===== src/rtl/smq_pkg.sv =====
package smq_pkg;
  localparam int MAX_REQ = 3;
  localparam int KIND_W  = 3;
  localparam int ATTR_W  = 2;
  localparam int CNT_W   = $clog2(MAX_REQ + 1);

  typedef enum logic [ATTR_W-1:0] {
    ATTR_NONCOH = 2'd0,
    ATTR_EXCL   = 2'd1,
    ATTR_SHARE  = 2'd2,
    ATTR_UPDATE = 2'd3
  } attr_e;

  typedef enum logic [KIND_W-1:0] {
    K_NC_RD   = 3'd0,
    K_COH_RD  = 3'd1,
    K_EX_RD   = 3'd2,
    K_WRITE   = 3'd3,
    K_POT_UPD = 3'd4,
    K_UPDATE  = 3'd5
  } kind_e;

  typedef enum logic [1:0] {
    S_IDLE  = 2'd0,
    S_ISSUE = 2'd1,
    S_WAIT  = 2'd2,
    S_UPD   = 2'd3
  } state_e;
endpackage


===== src/rtl/smq_plan.sv =====
module smq_plan
  import smq_pkg::*;
(
  input  logic [ATTR_W-1:0]              attr_i,
  input  logic                           has_l2_i,
  input  logic                           dirty_i,
  input  logic                           pu_dis_i,
  output logic [CNT_W-1:0]               cnt_o,
  output logic [MAX_REQ-1:0][KIND_W-1:0] kinds_o,
  output logic [MAX_REQ-1:0]             wf_o,
  output logic                           clustered_o,
  output logic                           cond_upd_o,
  output logic                           illegal_o
);
  always_comb begin
    cnt_o       = CNT_W'(1);
    kinds_o     = '0;
    wf_o        = '0;
    clustered_o = 1'b0;
    cond_upd_o  = 1'b0;
    illegal_o   = 1'b0;
    case (attr_e'(attr_i))
      ATTR_NONCOH: begin
        kinds_o[0] = K_NC_RD;
        if (dirty_i) begin
          cnt_o       = CNT_W'(2);
          kinds_o[1]  = K_WRITE;
          wf_o[0]     = has_l2_i;
          clustered_o = has_l2_i;
        end
      end
      ATTR_EXCL, ATTR_SHARE: begin
        illegal_o  = !has_l2_i;
        kinds_o[0] = K_EX_RD;
        if (dirty_i) begin
          cnt_o       = CNT_W'(2);
          kinds_o[1]  = K_WRITE;
          wf_o[0]     = 1'b1;
          clustered_o = 1'b1;
        end
      end
      default: begin
        illegal_o  = !has_l2_i;
        kinds_o[0] = K_COH_RD;
        if (pu_dis_i) begin
          cond_upd_o = 1'b1;
          if (dirty_i) begin
            cnt_o       = CNT_W'(2);
            kinds_o[1]  = K_WRITE;
            wf_o[0]     = 1'b1;
            clustered_o = 1'b1;
          end
        end else begin
          clustered_o = 1'b1;
          cnt_o       = CNT_W'(2);
          kinds_o[1]  = K_POT_UPD;
          if (dirty_i) begin
            cnt_o      = CNT_W'(3);
            kinds_o[2] = K_WRITE;
          end
        end
      end
    endcase
  end
endmodule


===== src/rtl/smq_issue.sv =====
module smq_issue
  import smq_pkg::*;
(
  input  logic                           clk,
  input  logic                           rst_ni,
  input  logic                           start_i,
  output logic                           idle_o,
  input  logic [CNT_W-1:0]               cnt_i,
  input  logic [MAX_REQ-1:0][KIND_W-1:0] kinds_i,
  input  logic [MAX_REQ-1:0]             wf_i,
  input  logic                           clustered_i,
  input  logic                           cond_upd_i,
  input  logic                           illegal_i,
  output logic                           req_valid_o,
  input  logic                           req_ready_i,
  output logic [KIND_W-1:0]              req_kind_o,
  output logic                           req_cluster_o,
  output logic                           req_wfwd_o,
  input  logic                           resp_valid_i,
  input  logic                           resp_shared_i,
  output logic                           done_o,
  output logic                           err_o
);
  localparam logic [CNT_W-1:0] ONE = CNT_W'(1);

  state_e                         state_q, state_d;
  logic [CNT_W-1:0]               idx_q, idx_d, cnt_q;
  logic [MAX_REQ-1:0][KIND_W-1:0] kinds_q;
  logic [MAX_REQ-1:0]             wf_q;
  logic                           clus_q, cond_q;
  logic                           done_q, done_d, err_q, err_d;
  logic                           load, adv, last;

  assign last = (idx_q == cnt_q - ONE);

  always_comb begin
    state_d = state_q;
    idx_d   = idx_q;
    done_d  = 1'b0;
    err_d   = 1'b0;
    load    = 1'b0;
    adv     = 1'b0;
    case (state_q)
      S_IDLE: if (start_i) begin
        if (illegal_i) err_d = 1'b1;
        else begin
          load    = 1'b1;
          adv     = 1'b1;
          idx_d   = '0;
          state_d = S_ISSUE;
        end
      end
      S_ISSUE: if (req_ready_i) begin
        adv = 1'b1;
        if (last) begin
          idx_d = '0;
          if (cond_q) state_d = S_WAIT;
          else begin
            done_d  = 1'b1;
            state_d = S_IDLE;
          end
        end else idx_d = idx_q + ONE;
      end
      S_WAIT: if (resp_valid_i) begin
        if (resp_shared_i) state_d = S_UPD;
        else begin
          done_d  = 1'b1;
          state_d = S_IDLE;
        end
      end
      default: if (req_ready_i) begin
        done_d  = 1'b1;
        state_d = S_IDLE;
      end
    endcase
  end

  always_ff @(posedge clk or negedge rst_ni) begin
    if (!rst_ni) begin
      state_q <= S_IDLE;
      idx_q   <= '0;
      cnt_q   <= '0;
      kinds_q <= '0;
      wf_q    <= '0;
      clus_q  <= 1'b0;
      cond_q  <= 1'b0;
      done_q  <= 1'b0;
      err_q   <= 1'b0;
    end else begin
      state_q <= state_d;
      done_q  <= done_d;
      err_q   <= err_d;
      if (adv) idx_q <= idx_d;
      if (load) begin
        cnt_q   <= cnt_i;
        kinds_q <= kinds_i;
        wf_q    <= wf_i;
        clus_q  <= clustered_i;
        cond_q  <= cond_upd_i;
      end
    end
  end

  assign idle_o        = (state_q == S_IDLE);
  assign req_valid_o   = (state_q == S_ISSUE) || (state_q == S_UPD);
  assign req_kind_o    = (state_q == S_UPD) ? K_UPDATE : kinds_q[idx_q];
  assign req_cluster_o = (state_q == S_ISSUE) && clus_q && !last;
  assign req_wfwd_o    = (state_q == S_ISSUE) && wf_q[idx_q];
  assign done_o        = done_q;
  assign err_o         = err_q;

  a_r9_hold_request: assert property (@(posedge clk) disable iff (!rst_ni)
    (req_valid_o && !req_ready_i) |=> (req_valid_o && $stable(req_kind_o)
      && $stable(req_cluster_o) && $stable(req_wfwd_o)));
  a_r10_done_single: assert property (@(posedge clk) disable iff (!rst_ni)
    done_o |=> !done_o);
  a_r10_done_idle: assert property (@(posedge clk) disable iff (!rst_ni)
    (done_o || err_o) |-> idle_o);
  a_r8_err_quiet: assert property (@(posedge clk) disable iff (!rst_ni)
    err_o |-> (!req_valid_o && !done_o));
  a_r6_wait_quiet: assert property (@(posedge clk) disable iff (!rst_ni)
    (state_q == S_WAIT) |-> !req_valid_o);
  a_r3_wfwd_in_cluster: assert property (@(posedge clk) disable iff (!rst_ni)
    (req_valid_o && req_wfwd_o) |-> req_cluster_o);
endmodule


===== src/rtl/smq_top.sv =====
module smq_top
  import smq_pkg::*;
(
  input  logic              clk,
  input  logic              rst_n,
  input  logic              miss_valid,
  output logic              miss_ready,
  input  logic [ATTR_W-1:0] miss_attr,
  input  logic              miss_has_l2,
  input  logic              miss_dirty,
  input  logic              cfg_pu_dis,
  output logic              req_valid,
  input  logic              req_ready,
  output logic [KIND_W-1:0] req_kind,
  output logic              req_cluster,
  output logic              req_wfwd,
  input  logic              resp_valid,
  input  logic              resp_shared,
  input  logic              resp_dshared,
  output logic              done,
  output logic              err
);
  logic [1:0] rst_sync_q;
  logic       rst_ns;

  always_ff @(posedge clk or negedge rst_n) begin
    if (!rst_n) rst_sync_q <= 2'b00;
    else        rst_sync_q <= {rst_sync_q[0], 1'b1};
  end
  assign rst_ns = rst_sync_q[1];

  logic [CNT_W-1:0]               p_cnt;
  logic [MAX_REQ-1:0][KIND_W-1:0] p_kinds;
  logic [MAX_REQ-1:0]             p_wf;
  logic                           p_clus, p_cond, p_illegal, idle;

  smq_plan u_plan (
    .attr_i      (miss_attr),
    .has_l2_i    (miss_has_l2),
    .dirty_i     (miss_dirty),
    .pu_dis_i    (cfg_pu_dis),
    .cnt_o       (p_cnt),
    .kinds_o     (p_kinds),
    .wf_o        (p_wf),
    .clustered_o (p_clus),
    .cond_upd_o  (p_cond),
    .illegal_o   (p_illegal)
  );

  smq_issue u_issue (
    .clk           (clk),
    .rst_ni        (rst_ns),
    .start_i       (miss_valid),
    .idle_o        (idle),
    .cnt_i         (p_cnt),
    .kinds_i       (p_kinds),
    .wf_i          (p_wf),
    .clustered_i   (p_clus),
    .cond_upd_i    (p_cond),
    .illegal_i     (p_illegal),
    .req_valid_o   (req_valid),
    .req_ready_i   (req_ready),
    .req_kind_o    (req_kind),
    .req_cluster_o (req_cluster),
    .req_wfwd_o    (req_wfwd),
    .resp_valid_i  (resp_valid),
    .resp_shared_i (resp_shared || resp_dshared),
    .done_o        (done),
    .err_o         (err)
  );

  assign miss_ready = idle;

  a_r11_ready_when_idle: assert property (@(posedge clk) disable iff (!rst_ns)
    req_valid |-> !miss_ready);
endmodule


===== config.mk =====
export PLATFORM = sky130hd
export DESIGN_NAME = smq_top
export DESIGN_NICKNAME = d
export VERILOG_FILES = /design/src/rtl/smq_pkg.sv /design/src/rtl/smq_plan.sv /design/src/rtl/smq_issue.sv /design/src/rtl/smq_top.sv
export SDC_FILE = /design/constraint.sdc
export NUM_CORES = 1
export LEC_CHECK = 0
export BUFFER_PORTS_ARGS = -buffer_cell sky130_fd_sc_hd__clkbuf_2
export CAP_MARGIN = 20
export CORE_MARGIN = 2
export CORE_UTILIZATION = 50
export CTS_CLUSTER_SIZE = 40
export DETAILED_ROUTE_END_ITERATION = 12
export MAX_ROUTING_LAYER = met4
export PLACE_DENSITY_LB_ADDON = 0.05
export SYNTH_ARGS = -nofsm -noshare
export SYNTH_HDL_FRONTEND = slang
export SYNTH_HIERARCHICAL = 1
export SYNTH_SLANG_ARGS = --single-unit
export TNS_END_PERCENT = 100

===== constraint.sdc =====
create_clock -name clk -period 1.6 [get_ports clk]
set_input_delay 0.16 -clock clk [delete_from_list [all_inputs] [get_ports clk]]
set_output_delay 0.16 -clock clk [all_outputs]
set_load 0.005 [all_outputs]

==> impl_metrics.csv <==
group,metric,value,unit
floorplanning,start_util,53.8,%
synth,synthTopCellsByArea,"dfrtp_1 (44%), mux2_2 (13%), ha_1 (4.6%)",
global_routing,grt_util_met2,24.5,%
synth,ys_top_cells_by_count,"dfrtp_1 (24), mux2_2 (16), nor2_1 (9)",
power,switching_power,0.915,mW
place,dpl_cell_area,1510,um^2
finish,syn2layout_area_growth,20.2,%
place,dp.cells,173,
finish,final_cell_area,1630,um^2
synth,ys_seq_area_share,44.2,%
setup_path,critPathSlowestCell,"dfrtp_1",
hold_path,hp-class,"input port to flip-flop",
place,dpl.hpwl,1.88,mm
global_routing,met3_usage,2.79,%
synth,synth.cell_area,1360,um^2
timing,setup_violations,5,
finish,finalNonFillerCells,182,
synth,synth_edf_count,0,
global_routing,grt_remaining_overflow,0,
finish,drive_gt1_share,42.8,%
power,ir_worst_vdd,1070,uV
setup_path,crit_type,"flip-flop to output pin",
power,p_clk_share,15.9,%
clock_network,worstSkewPairLatency,320,ps
synth,ys.warnings.count,6,
clock_network,clock-sinks,24,
power,p_per_area,1700,nW/um^2
global_routing,antenna_found_initial,0,
timing,hold_viol_final,0,
setup_path,r2r-end,"u_issue/done_o$_DFF_PN0_",
setup_path,rr_worst_depth,7,
setup_path,critical-path-top-delay-family,"buffers and inverters",
job,cap_violations,0,
run_status,status,"finished, violations left",
synth,synth_flop_cell,"dfrtp_1",
route,postRouteAntennaNets,0,
timing,setup_slack,-117,ps
setup_path,max_stage_delay,420,ps
timing,rsz0062_at_grt,"true",
hold_path,hold_start,"miss_valid",
setup_path,crit_start,"u_issue/state_q[0]$_DFFE_PN0P_",
route,drcViolationCount,0,
clock_network,ctsHtreeMaxLevel,1,
clock_network,cts_root_buffer,"clkbuf_4",
route,viasPerCell,5.09,
synth,synthCells,123,
synth,ys_ff_latch,24,
timing,fin_skew,9.43,ps
power,power.share.sequential,37.3,%
hold_path,holdPathEnd,"u_issue/err_o$_DFF_PN0_",
global_routing,grt_max_degree,23,
route,first_iter_violations,15,
power,power.internal,1.85,mW
setup_path,r2r_start,"u_issue/idx_q[1]$_DFFE_PN0P_",
place,numPortBuffers,20,
global_routing,grt_pass1_wl,4.19,mm
synth,syn_avg_cell_area,11.0,um^2
place,pre_cts_ws,-23.8,ps
setup_path,cp_common_cell,"buf_4",
power,totalPowerFinal,2.77,mW
global_routing,gr-usage-all-layers,17.2,%
setup_path,endpoint_kind,"output pin",
timing,period_needed,1720,ps
finish,num_antenna_cells,0,
synth,yosysMostFrequentCell,"dfrtp_1",
run_status,violations,"setup timing",
hold_path,hold_path_depth,2,
setup_path,required,1440,ps
clock_network,max-clock-path-buffers,2,
synth,ys_async_sr_fraction,100,%
finish,n_fill_cell,215,
place,place.gp.congestion,0.775,
floorplanning,die_area,3150,um^2
global_routing,grt_pass1_vias,867,
setup_path,path_buf_inv,3,
clock_network,clkSlewWorstSetupHoldPaths,130,ps
global_routing,grtUsageMet1,24.7,%
timing,fmax,582,MHz
floorplanning,dieWidth,56.1,um
route,num_vias,927,
power,leakage,0.795,nW
clock_network,cts_tree,"done",
synth,synth_top_cell_area_share,44.2,%
finish,fin_nets,170,
clock_network,cts_buffers,3,
route,wirelength,2.48,mm
timing,maxSlewViolCount,0,
floorplanning,core_region_area,2520,um^2
power,comb_power_share,46.8,%
synth,yosysUniqueCellTypes,37,
power,swShare,33.0,%
setup_path,worstPathCellList,"buf_4 -> nor2b_1 -> buf_4 -> and3_4 -> buf_6",
synth,synth_largest_area_cell,"dfrtp_1",
route,first_pass_iters,3,
timing,fin_crit_sh,107,%
floorplanning,rows,18,
global_routing,grt_busiest_layer,"met1",
setup_path,critPathLaunchType,"flip-flop",
floorplanning,die_height,56.1,um
floorplanning,ios,21,
setup_path,cp.arrival,1560,ps
setup_path,r2r_slack,30,ps
route,wl_per_cell,13.6,um
setup_path,worstPathMaxFanout,11,
-- layer usage --
layer | share of wire, % | up-vias
li1 | - | 475
met1 | 51 | 433
met2 | 44 | 13
met3 | 2.7 | 6
met4 | 1.6 | 0
met5 | 0 | -
-- how the worst max path moves through the flow --
stage	depth (start not counted)	endpoint	slack [ps]
after global placement	7	u_issue/kinds_q[8]$_DFFE_PN0N_	40
after detailed placement	7	u_issue/wf_q[2]$_DFFE_PN0N_	-20
after floorplan	4	u_issue/clus_q$_DFFE_PN0N_	-60
after global routing	5	req_cluster	-190
after CTS	5	req_cluster	-120
final	5	req_cluster	-120
-- kinds of logic (layout without fill, tap and decap cells) --
| kind of cell | Yosys count | after routing | synth area share [%] |
|---|---|---|---|
| AND/OR/NAND/NOR | 31 | 31 | 13.8 |
| flip-flops | 24 | 24 | 44.2 |
| multiplexers | 22 | 22 | 17.7 |
| AO/OA/AOI/OAI | 20 | 20 | 10.9 |
| buffers and inverters | 18 | 44 | 7.56 |
| adder cells (fa/ha/maj) | 5 | 5 | 4.61 |
| other | 2 | 5 | 0.553 |
| XOR/XNOR | 1 | 1 | 0.645 |
-- layout by cell type, fill, tap and decap left out, types with 2 or more instances in the layout --
master,count
a21oi_1,2
a21oi_2,3
buf_2,4
buf_4,10
buf_6,3
clkbuf_2,15
clkbuf_4,3
conb_1,5
dfrtp_1,23
ha_1,5
inv_1,6
mux2_2,16
mux2i_1,6
nand2_1,5
nand2b_1,2
nand3_1,2
nor2_1,9
nor2b_1,3
nor3b_1,2
o211ai_1,2
o21ai_0,3
-- repair_timing --
action,CTS,global route
endpoints found under the hold margin,2,0
setup buffers,2,2
pin swaps,1,6
endpoints found under the setup margin,5,7
gates resized for setup,1,12
hold buffers,1,0
-- final cells by class --
| type | count | area, um^2 | area share, % |
|---|---|---|---|
| multi-input cells | 84 | 683 | 41.9 |
| clock buffers | 3 | 22.5 | 1.38 |
| well taps | 30 | 37.5 | 2.30 |
| repair buffers | 34 | 234 | 14.3 |
| flip-flops and latches | 24 | 602 | 36.9 |
| inverters | 6 | 22.5 | 1.38 |
| clock inverters | 1 | 30.0 | 1.84 |
-- sequential cells by signal, summed over array words and instances (netlist names) --
signal           count
rst_sync_q           2
u_issue/cond_q       1
u_issue/cnt_q        2
u_issue/err_o        1
u_issue/done_o       1
u_issue/idx_q        2
u_issue/wf_q         3
u_issue/clus_q       1
u_issue/state_q      2
u_issue/kinds_q      9
-- power groups by stage --
| stage | Clock (mW) | Combinational [mW] | Sequential (mW) |
|---|---|---|---|
| floorplan | 0 | 0.807 | 0.957 |
| global placement | 0 | 1.08 | 1.03 |
| detailed placement | 0 | 1.09 | 1.04 |
| CTS | 0.444 | 1.16 | 1.02 |
| global route | 0.474 | 1.43 | 1.06 |
| finish | 0.440 | 1.30 | 1.03 |
-- per-stage QoR --
| step | utilization, % | hold WS (ps) | setup TNS (ps) |
|---|---|---|---|
| final | 64.7 | 109 | -171 |
| after global routing | 64.7 | 114 | -666 |
| after CTS | 62.8 | 104 | -332 |
| after detailed placement | 59.7 | -52.7 | -80.5 |
| after global placement | 59.7 | -55.2 | 0 |
| after floorplan | - | -136 | -496 |
Note: power is estimated with default switching activity, not from simulation.
